`src/rtl/ctlPkg.sv`:
```
package ctlPkg;

  // Decoded opcode: each opcode bit as a true line and a complement line
  typedef struct packed {
    logic isY;
    logic isZ;
    logic isLoad;
    logic isSave;
  } opLines_t;

  // Active-low strobes to the datapath
  typedef struct packed {
    logic enY;
    logic enZ;
    logic enB;
    logic ldB;
    logic ldY;
    logic ldZ;
  } strobes_t;

  localparam strobes_t STROBES_IDLE = '1;

endpackage

```
`src/rtl/slotTimer.sv`:
```
module slotTimer #(
  parameter int SLOT_W = 2
) (
  input  logic              clk,
  input  logic              rst,
  output logic [SLOT_W-1:0] slot,
  output logic [SLOT_W-1:0] nextSlot,
  output logic              frameStart
);

  assign nextSlot   = slot + 1'b1;
  assign frameStart = (slot == '0);

  always_ff @(posedge clk) begin
    if (rst) slot <= '0;
    else     slot <= nextSlot;
  end

  // The count steps by one and wraps at the top
  p_slot_step_r2: assert property (@(posedge clk) disable iff (rst)
    !rst |=> (slot == $past(slot) + 1'b1));

endmodule

```
`src/rtl/opDecoder.sv`:
```
module opDecoder
  import ctlPkg::*;
#(
  parameter int OP_W = 2
) (
  input  logic            clk,
  input  logic            rst,
  input  logic [OP_W-1:0] irOp,
  input  logic            frameStart,
  output opLines_t        lines
);

  localparam int SEL_BIT = 0;
  localparam int DIR_BIT = 1;

  logic [OP_W-1:0] opHeld;
  logic [OP_W-1:0] opEff;

  // In slot 0 the live opcode is used; after that the held copy
  assign opEff = frameStart ? irOp : opHeld;

  always_ff @(posedge clk) begin
    if (rst)             opHeld <= '0;
    else if (frameStart) opHeld <= irOp;
  end

  always_comb begin
    lines.isZ    =  opEff[SEL_BIT];
    lines.isY    = ~opEff[SEL_BIT];
    lines.isSave =  opEff[DIR_BIT];
    lines.isLoad = ~opEff[DIR_BIT];
  end

  // The held opcode is frozen for the rest of the frame
  p_hold_op_r8: assert property (@(posedge clk) disable iff (rst)
    !frameStart |=> $stable(opHeld));

endmodule

```
`src/rtl/strobeGen.sv`:
```
module strobeGen
  import ctlPkg::*;
#(
  parameter int SLOT_W    = 2,
  parameter int ENA_FIRST = 1,
  parameter int LAT_SLOT  = 2
) (
  input  logic              clk,
  input  logic              rst,
  input  logic [SLOT_W-1:0] slot,
  input  logic [SLOT_W-1:0] nextSlot,
  input  opLines_t          lines,
  output strobes_t          strb
);

  localparam logic [SLOT_W-1:0] WIN_LO = SLOT_W'(ENA_FIRST);
  localparam logic [SLOT_W-1:0] WIN_HI = SLOT_W'(LAT_SLOT);

  logic     enWin;
  logic     latWin;
  strobes_t strbNext;

  // Window tests use the slot about to begin, so the flops line up with slot
  assign enWin  = (nextSlot >= WIN_LO) && (nextSlot <= WIN_HI);
  assign latWin = (nextSlot == WIN_HI);

  always_comb begin
    strbNext.enY = ~(enWin  & lines.isLoad & lines.isY);
    strbNext.enZ = ~(enWin  & lines.isLoad & lines.isZ);
    strbNext.enB = ~(enWin  & lines.isSave);
    strbNext.ldB = ~(latWin & lines.isLoad);
    strbNext.ldY = ~(latWin & lines.isSave & lines.isY);
    strbNext.ldZ = ~(latWin & lines.isSave & lines.isZ);
  end

  always_ff @(posedge clk) begin
    if (rst) strb <= STROBES_IDLE;
    else     strb <= strbNext;
  end

  logic anyEnLow;
  logic anyLdLow;
  assign anyEnLow = ~(strb.enY & strb.enZ & strb.enB);
  assign anyLdLow = ~(strb.ldB & strb.ldY & strb.ldZ);

  p_quiet_slots_r3: assert property (@(posedge clk) disable iff (rst)
    !((slot >= WIN_LO) && (slot <= WIN_HI)) |-> (strb == STROBES_IDLE));

  p_enable_window_r5: assert property (@(posedge clk) disable iff (rst)
    anyEnLow |-> ((slot >= WIN_LO) && (slot <= WIN_HI)));

  p_latch_window_r6: assert property (@(posedge clk) disable iff (rst)
    anyLdLow |-> (slot == WIN_HI));

  p_latch_paired_r6: assert property (@(posedge clk) disable iff (rst)
    anyLdLow |-> anyEnLow);

  p_one_enable_r7: assert property (@(posedge clk) disable iff (rst)
    $countones(~{strb.enY, strb.enZ, strb.enB}) <= 1);

  p_one_latch_r7: assert property (@(posedge clk) disable iff (rst)
    $countones(~{strb.ldB, strb.ldY, strb.ldZ}) <= 1);

endmodule

```
`src/rtl/hwXferCtl.sv`:
```
module hwXferCtl
  import ctlPkg::*;
#(
  parameter int SLOT_W = 2,
  parameter int OP_W   = 2
) (
  input  logic              clk,
  input  logic              rst,
  input  logic [OP_W-1:0]   irOp,
  output logic [SLOT_W-1:0] slot,
  output logic              enYn,
  output logic              enZn,
  output logic              enBn,
  output logic              ldBn,
  output logic              ldYn,
  output logic              ldZn
);

  logic [SLOT_W-1:0] nextSlot;
  logic              frameStart;
  opLines_t          lines;
  strobes_t          strb;

  slotTimer #(.SLOT_W(SLOT_W)) uTimer (
    .clk(clk), .rst(rst), .slot(slot), .nextSlot(nextSlot),
    .frameStart(frameStart)
  );

  opDecoder #(.OP_W(OP_W)) uDecode (
    .clk(clk), .rst(rst), .irOp(irOp), .frameStart(frameStart),
    .lines(lines)
  );

  strobeGen #(.SLOT_W(SLOT_W), .ENA_FIRST(1), .LAT_SLOT(2)) uStrobe (
    .clk(clk), .rst(rst), .slot(slot), .nextSlot(nextSlot),
    .lines(lines), .strb(strb)
  );

  assign enYn = strb.enY;
  assign enZn = strb.enZ;
  assign enBn = strb.enB;
  assign ldBn = strb.ldB;
  assign ldYn = strb.ldY;
  assign ldZn = strb.ldZ;

  // Reset always leaves every strobe released
  p_reset_idle_r1: assert property (@(posedge clk)
    rst |=> (strb == STROBES_IDLE && slot == '0));

endmodule

```
`config.mk`:
```
export PLATFORM = sky130hd
export DESIGN_NAME = hwXferCtl
export DESIGN_NICKNAME = d
export VERILOG_FILES = /design/src/rtl/ctlPkg.sv /design/src/rtl/slotTimer.sv /design/src/rtl/opDecoder.sv /design/src/rtl/strobeGen.sv /design/src/rtl/hwXferCtl.sv
export SDC_FILE = /design/constraint.sdc
export NUM_CORES = 1
export LEC_CHECK = 0
export CORE_AREA = 5 5 42 44
export DETAILED_ROUTE_END_ITERATION = 8
export DIE_AREA = 0 0 47 49
export PLACE_DENSITY = 0.62
export SLEW_MARGIN = 25
export SYNTH_ARGS = -nofsm -noshare
export SYNTH_HDL_FRONTEND = slang
export SYNTH_SLANG_ARGS = --single-unit
```
`constraint.sdc`:
```
create_clock -name clk -period 2.4 [get_ports clk]
set_clock_uncertainty 0.15 [all_clocks]
set_input_delay 0.48 -clock clk [delete_from_list [all_inputs] [get_ports clk]]
set_output_delay 0.48 -clock clk [all_outputs]
set_load 0.05 [all_outputs]
```
## Word level (Yosys, flattened, before mapping)

Cells that the tools add are included.

- Flip-flop bits (word level): 10
- Input bits: 4
- Output and inout port bits: 8
- Logic and storage cells: 31

- Add/sub/neg operators: 1
- $lt $le $gt $ge: 2
- Equal/unequal tests: 1
- Mux-type cells: 1
- Bitwise gates (word level): 16
- Reductions and logical operators: 2

Operator list:

| operator | count |
|---|---|
| $and 1x1->1 | 8 |
| $not 1->1 | 8 |
| $add 2x1->2 const B | 1 |
| $eq 2x2->1 const B | 1 |
| $ge 2x1->1 const B | 1 |
| $le 2x2->1 const B | 1 |
| $logic_not 2->1 | 1 |
| $mux 2 | 1 |
| $logic_and 1x1->1 | 1 |

## Depth between registers and ports, before layout

- Word-level depth: 6
- Depth in mapped cells: 4
- Mapped depth without buffers: 4

## Cells and area by module

Synthesis repeated with hierarchy kept, for this count alone.

- Cell total of the unflattened synthesis: 29
- Area total of the unflattened synthesis: 337.8 µm²

By module, submodules not included:

| module | instances | cells an instance | area each (µm²) | sequential area each (µm²) |
|---|---|---|---|---|
| strobeGen | 1 | 14 | 192.7 | 120.1 |
| opDecoder | 1 | 8 | 75.1 | 40.0 |
| slotTimer | 1 | 7 | 70.1 | 40.0 |

## Worst setup path after synthesis

Ideal clock, no wire load.

- Path kind: flip-flop to flip-flop
- Start point: reg uTimer.slot[0]
- End point: reg, netlist name uStrobe.strb[4]
- Setup time: 134 ps
- Arrival: 1823 ps
- Data required time: 2116 ps
- Setup slack: 293 ps
- Stages on the path, launching flop included: 5
- Path buffers: 0
- Clock period less this slack: 2107 ps
- Cell sequence: dfxtp_1 -> inv_1 -> ha_1 -> mux2_4 -> or4b_1

- Word-level cells in the longest chain between the ends: 6
- Elaborated cells on any way between the ends: 10
- Classes of those cells: add/sub (1); order compare (2); mux (1); bitwise (4); reduce/logical (2)

Ends and longest elaborated chain:

| item | line | source |
|---|---|---|
| start: declaration | slotTimer.sv:6 | `output logic [SLOT_W-1:0] slot,` |
| start signal: assignment | slotTimer.sv:16 | `else slot <= nextSlot;` |
| $add 2x1->2 * | slotTimer.sv:11 | `assign nextSlot = slot + 1'b1;` |
| via nextSlot[0] | hwXferCtl.sv:19 | `logic [SLOT_W-1:0] nextSlot;` |
| $ge 2x1->1 or $le 2x2->1 (tied branches) | strobeGen.sv:24 | `assign enWin = (nextSlot >= WIN_LO) && (nextSlot <= WIN_HI);` |
| $logic_and 1x1->1 * | strobeGen.sv:24 |  |
| $and 1x1->1 * (2 in series) | strobeGen.sv:29 | `strbNext.enZ = ~(enWin & lines.isLoad & lines.isZ);` |
| $not 1->1 * | strobeGen.sv:29 |  |

Mark *: on every way through the listed nets, which the timed path passes. The rest lies on a longest branch.
A chain may end at the register's enable or synchronous reset.

## Worst setup path in the final report

- Start point: reg uTimer.slot[0]
- End point: out slot[0]

RTL lines:

| item | line | source |
|---|---|---|
| end: declaration | hwXferCtl.sv:10 | `output logic [SLOT_W-1:0] slot,` |

No word-level cell between the ends.

==> impl_metrics.py <==
metrics = {
    "run_status": {
        "status": "completed",
    },
    "clock_tree": {
        "clk_root_buffer_cell": "clkbuf_4",
        "post_cts_buffers": 0,
        "cts.sinks": 10,
        "hold_buffers": 0,
        "numCtsBuffers": 3,
        "clockBufferDepth": 2,
        "cts_resized": 0,
        "clk_pin_slew_ps": 60,
        "htreeDepth": 1,
        "tritoncts": "built",
        "clkLatencyLatePin_ps": 260,
    },
    "finish": {
        "layout.cells.most_common": "clkdlybuf4s50_1",
        "area_delta_synth_final_pct": 48.0,
        "final_cell_mix": "clkdlybuf4s50_1 (11), dfxtp_1 (10), nor2_1 (3), clkbuf_4 (3)",
        "final_util": 0.366,
        "drive_gt1_frac": 0.116,
        "fillCellCount": 157,
        "final_area_um2": 513,
        "antenna_cells": 0,
        "nNetsFinal": 50,
        "instances_no_fill": 59,
    },
    "placed_design": {
        "dp_cells": 55,
        "io_buffers": 11,
        "gp_congestion": 0.635,
        "placed_area_um2": 477,
        "hpwl_um": 427,
    },
    "logic_synthesis": {
        "yosysWarnings": 0,
        "syn_avg_cell_area_um2": 12.4,
        "seq_area_frac_synth": 0.578,
        "syn_nets": 34,
        "synth_seq_cells": 10,
        "synth_cell_type_count": 11,
        "synth_cells": 28,
        "netlist_area_um2": 347,
    },
    "grt": {
        "grt_pass1_wl_um": 890,
        "gr-usage-all-layers": 0.0602,
        "antenna_found_initial": 0,
        "grt_max_degree": 11,
        "grt-ovfl-total": 0,
        "grt_pass1_vias": 232,
    },
    "setup_path": {
        "path_cells": "clkdlybuf4s50_1",
        "crit_required_ps": 1770,
        "rr_worst_depth": 4,
        "worstPathArrival_ps": 1520,
        "crit_path_end_kind": "primary output",
        "critPathBufInv": 1,
        "cpMaxStageDelayCell": "clkdlybuf4s50_1",
        "path_depth": 1,
        "critical_path_peak_fanout": 5,
        "worst-setup-path-type": "reg2out",
        "crit_path_start_kind": "flop",
        "max_stage_delay_ps": 840,
        "crit_family": "buffers and inverters",
    },
    "timing": {
        "fin_crit_sh": 0.895,
        "relSlewSlack": 0.668,
        "setup_viol": 0,
        "period_needed_ps": 2150,
        "tightest_slew_ps": 496,
        "rsz0062_at_grt": "no",
        "fmax_mhz": 466,
        "maxSlewViolCount": 0,
        "finalHoldViolCount": 0,
        "finalSetupTns_ps": 0,
    },
    "drt": {
        "detail-route-antenna-nets": 0,
        "routed_wirelength_um": 549,
        "route.detailed.drc": 0,
        "wl_per_cell_um": 9.31,
        "viasPerCell": 4.22,
        "drt_iter0_markers": 3,
        "drt_pre_antenna_iters": 2,
        "num_vias": 249,
    },
    "floorplanning": {
        "die_area_um2": 2300,
        "core-area_um2": 1400,
        "die_w_um": 47,
        "core.rowCount": 14,
        "pin_count": 12,
        "initial_core_util": 0.247,
        "die_y_um": 49,
    },
    "power": {
        "irDropWorstVdd_mv": 0.327,
        "power.density_nw_per_um2": 830,
        "total_power_uw": 426,
        "p_leak_uw": 0.000207,
    },
    "worst_hold_path": {
        "hp-class": "reg2reg",
        "whs_path_depth": 1,
    },
    "job": {
        "maxCapViolations": 0,
    },
}
power breakdown:
part	internal, uW	leakage (uW)	switching, uW	total [uW]
sequential	178	0.0000823	4.99	183
combinational	38.2	0.000104	56.4	94.6
clock	92.1	0.0000210	55.6	148
stage by stage:
step / hold slack (ps) / setup WS (ps)
2_1_floorplan: 350 / 293
3_3_place_gp: 329 / 463
3_5_place_dp: 333 / 456
4_1_cts: 351 / 232
5_1_grt: 400 / 180
6_report: 345 / 253
routing by layer:
layer / track usage / wire [um]
met1: 0.0582 / 227
met2: 0.0724 / 218
met3: 0.0664 / 87
met4: 0.0415 / 15
met5: 0 / 0
cell usage after synthesis:
cell type,count,area share
mux2i_1,2,0.058
or4b_1,2,0.058
nor2b_1,1,0.018
nor2_1,3,0.032
dfxtp_1,10,0.58
inv_1,2,0.022
mux2_4,1,0.043
ha_1,2,0.072
nand3b_1,2,0.043
nand4b_1,2,0.051
xnor2_1,1,0.025
cell families (layout without fill, tap and decap cells):
| group | count (synthesis) | after routing | synth area share |
|---|---|---|---|
| flip-flops | 10 | 10 | 0.578 |
| AND/OR/NAND/NOR | 10 | 10 | 0.202 |
| multiplexers | 3 | 3 | 0.101 |
| adder cells (fa/ha/maj) | 2 | 2 | 0.0722 |
| buffers and inverters | 2 | 17 | 0.0217 |
| XOR/XNOR | 1 | 1 | 0.0253 |
state kept, by name (all words and copies together) (netlist names):
signal,cells
uTimer.slot,2
uStrobe.strb,6
uDecode.opHeld,2
final cells by class:
type,count,area (um2),area share
Tap cell,16,20.0,0.0390
Clock buffer,4,36.3,0.0707
Multi-Input combinational cell,16,139,0.271
Sequential cell,10,200,0.390
Inverter,2,7.51,0.0146
Timing Repair Buffer,11,110,0.215
worst paths after layout:
| check | startpoint | endpoint | slack (ps) |
|---|---|---|---|
| setup / recovery | uTimer.slot[0] | slot[0] | 250 |
| hold / removal | uTimer.slot[0] | uTimer.slot[0] | 350 |
| setup reg to reg | uTimer.slot[0] | uStrobe.strb[4] | 590 |
| hold reg to reg | uTimer.slot[0] | uTimer.slot[0] | 350 |
(Power assumes the default switching activity.)
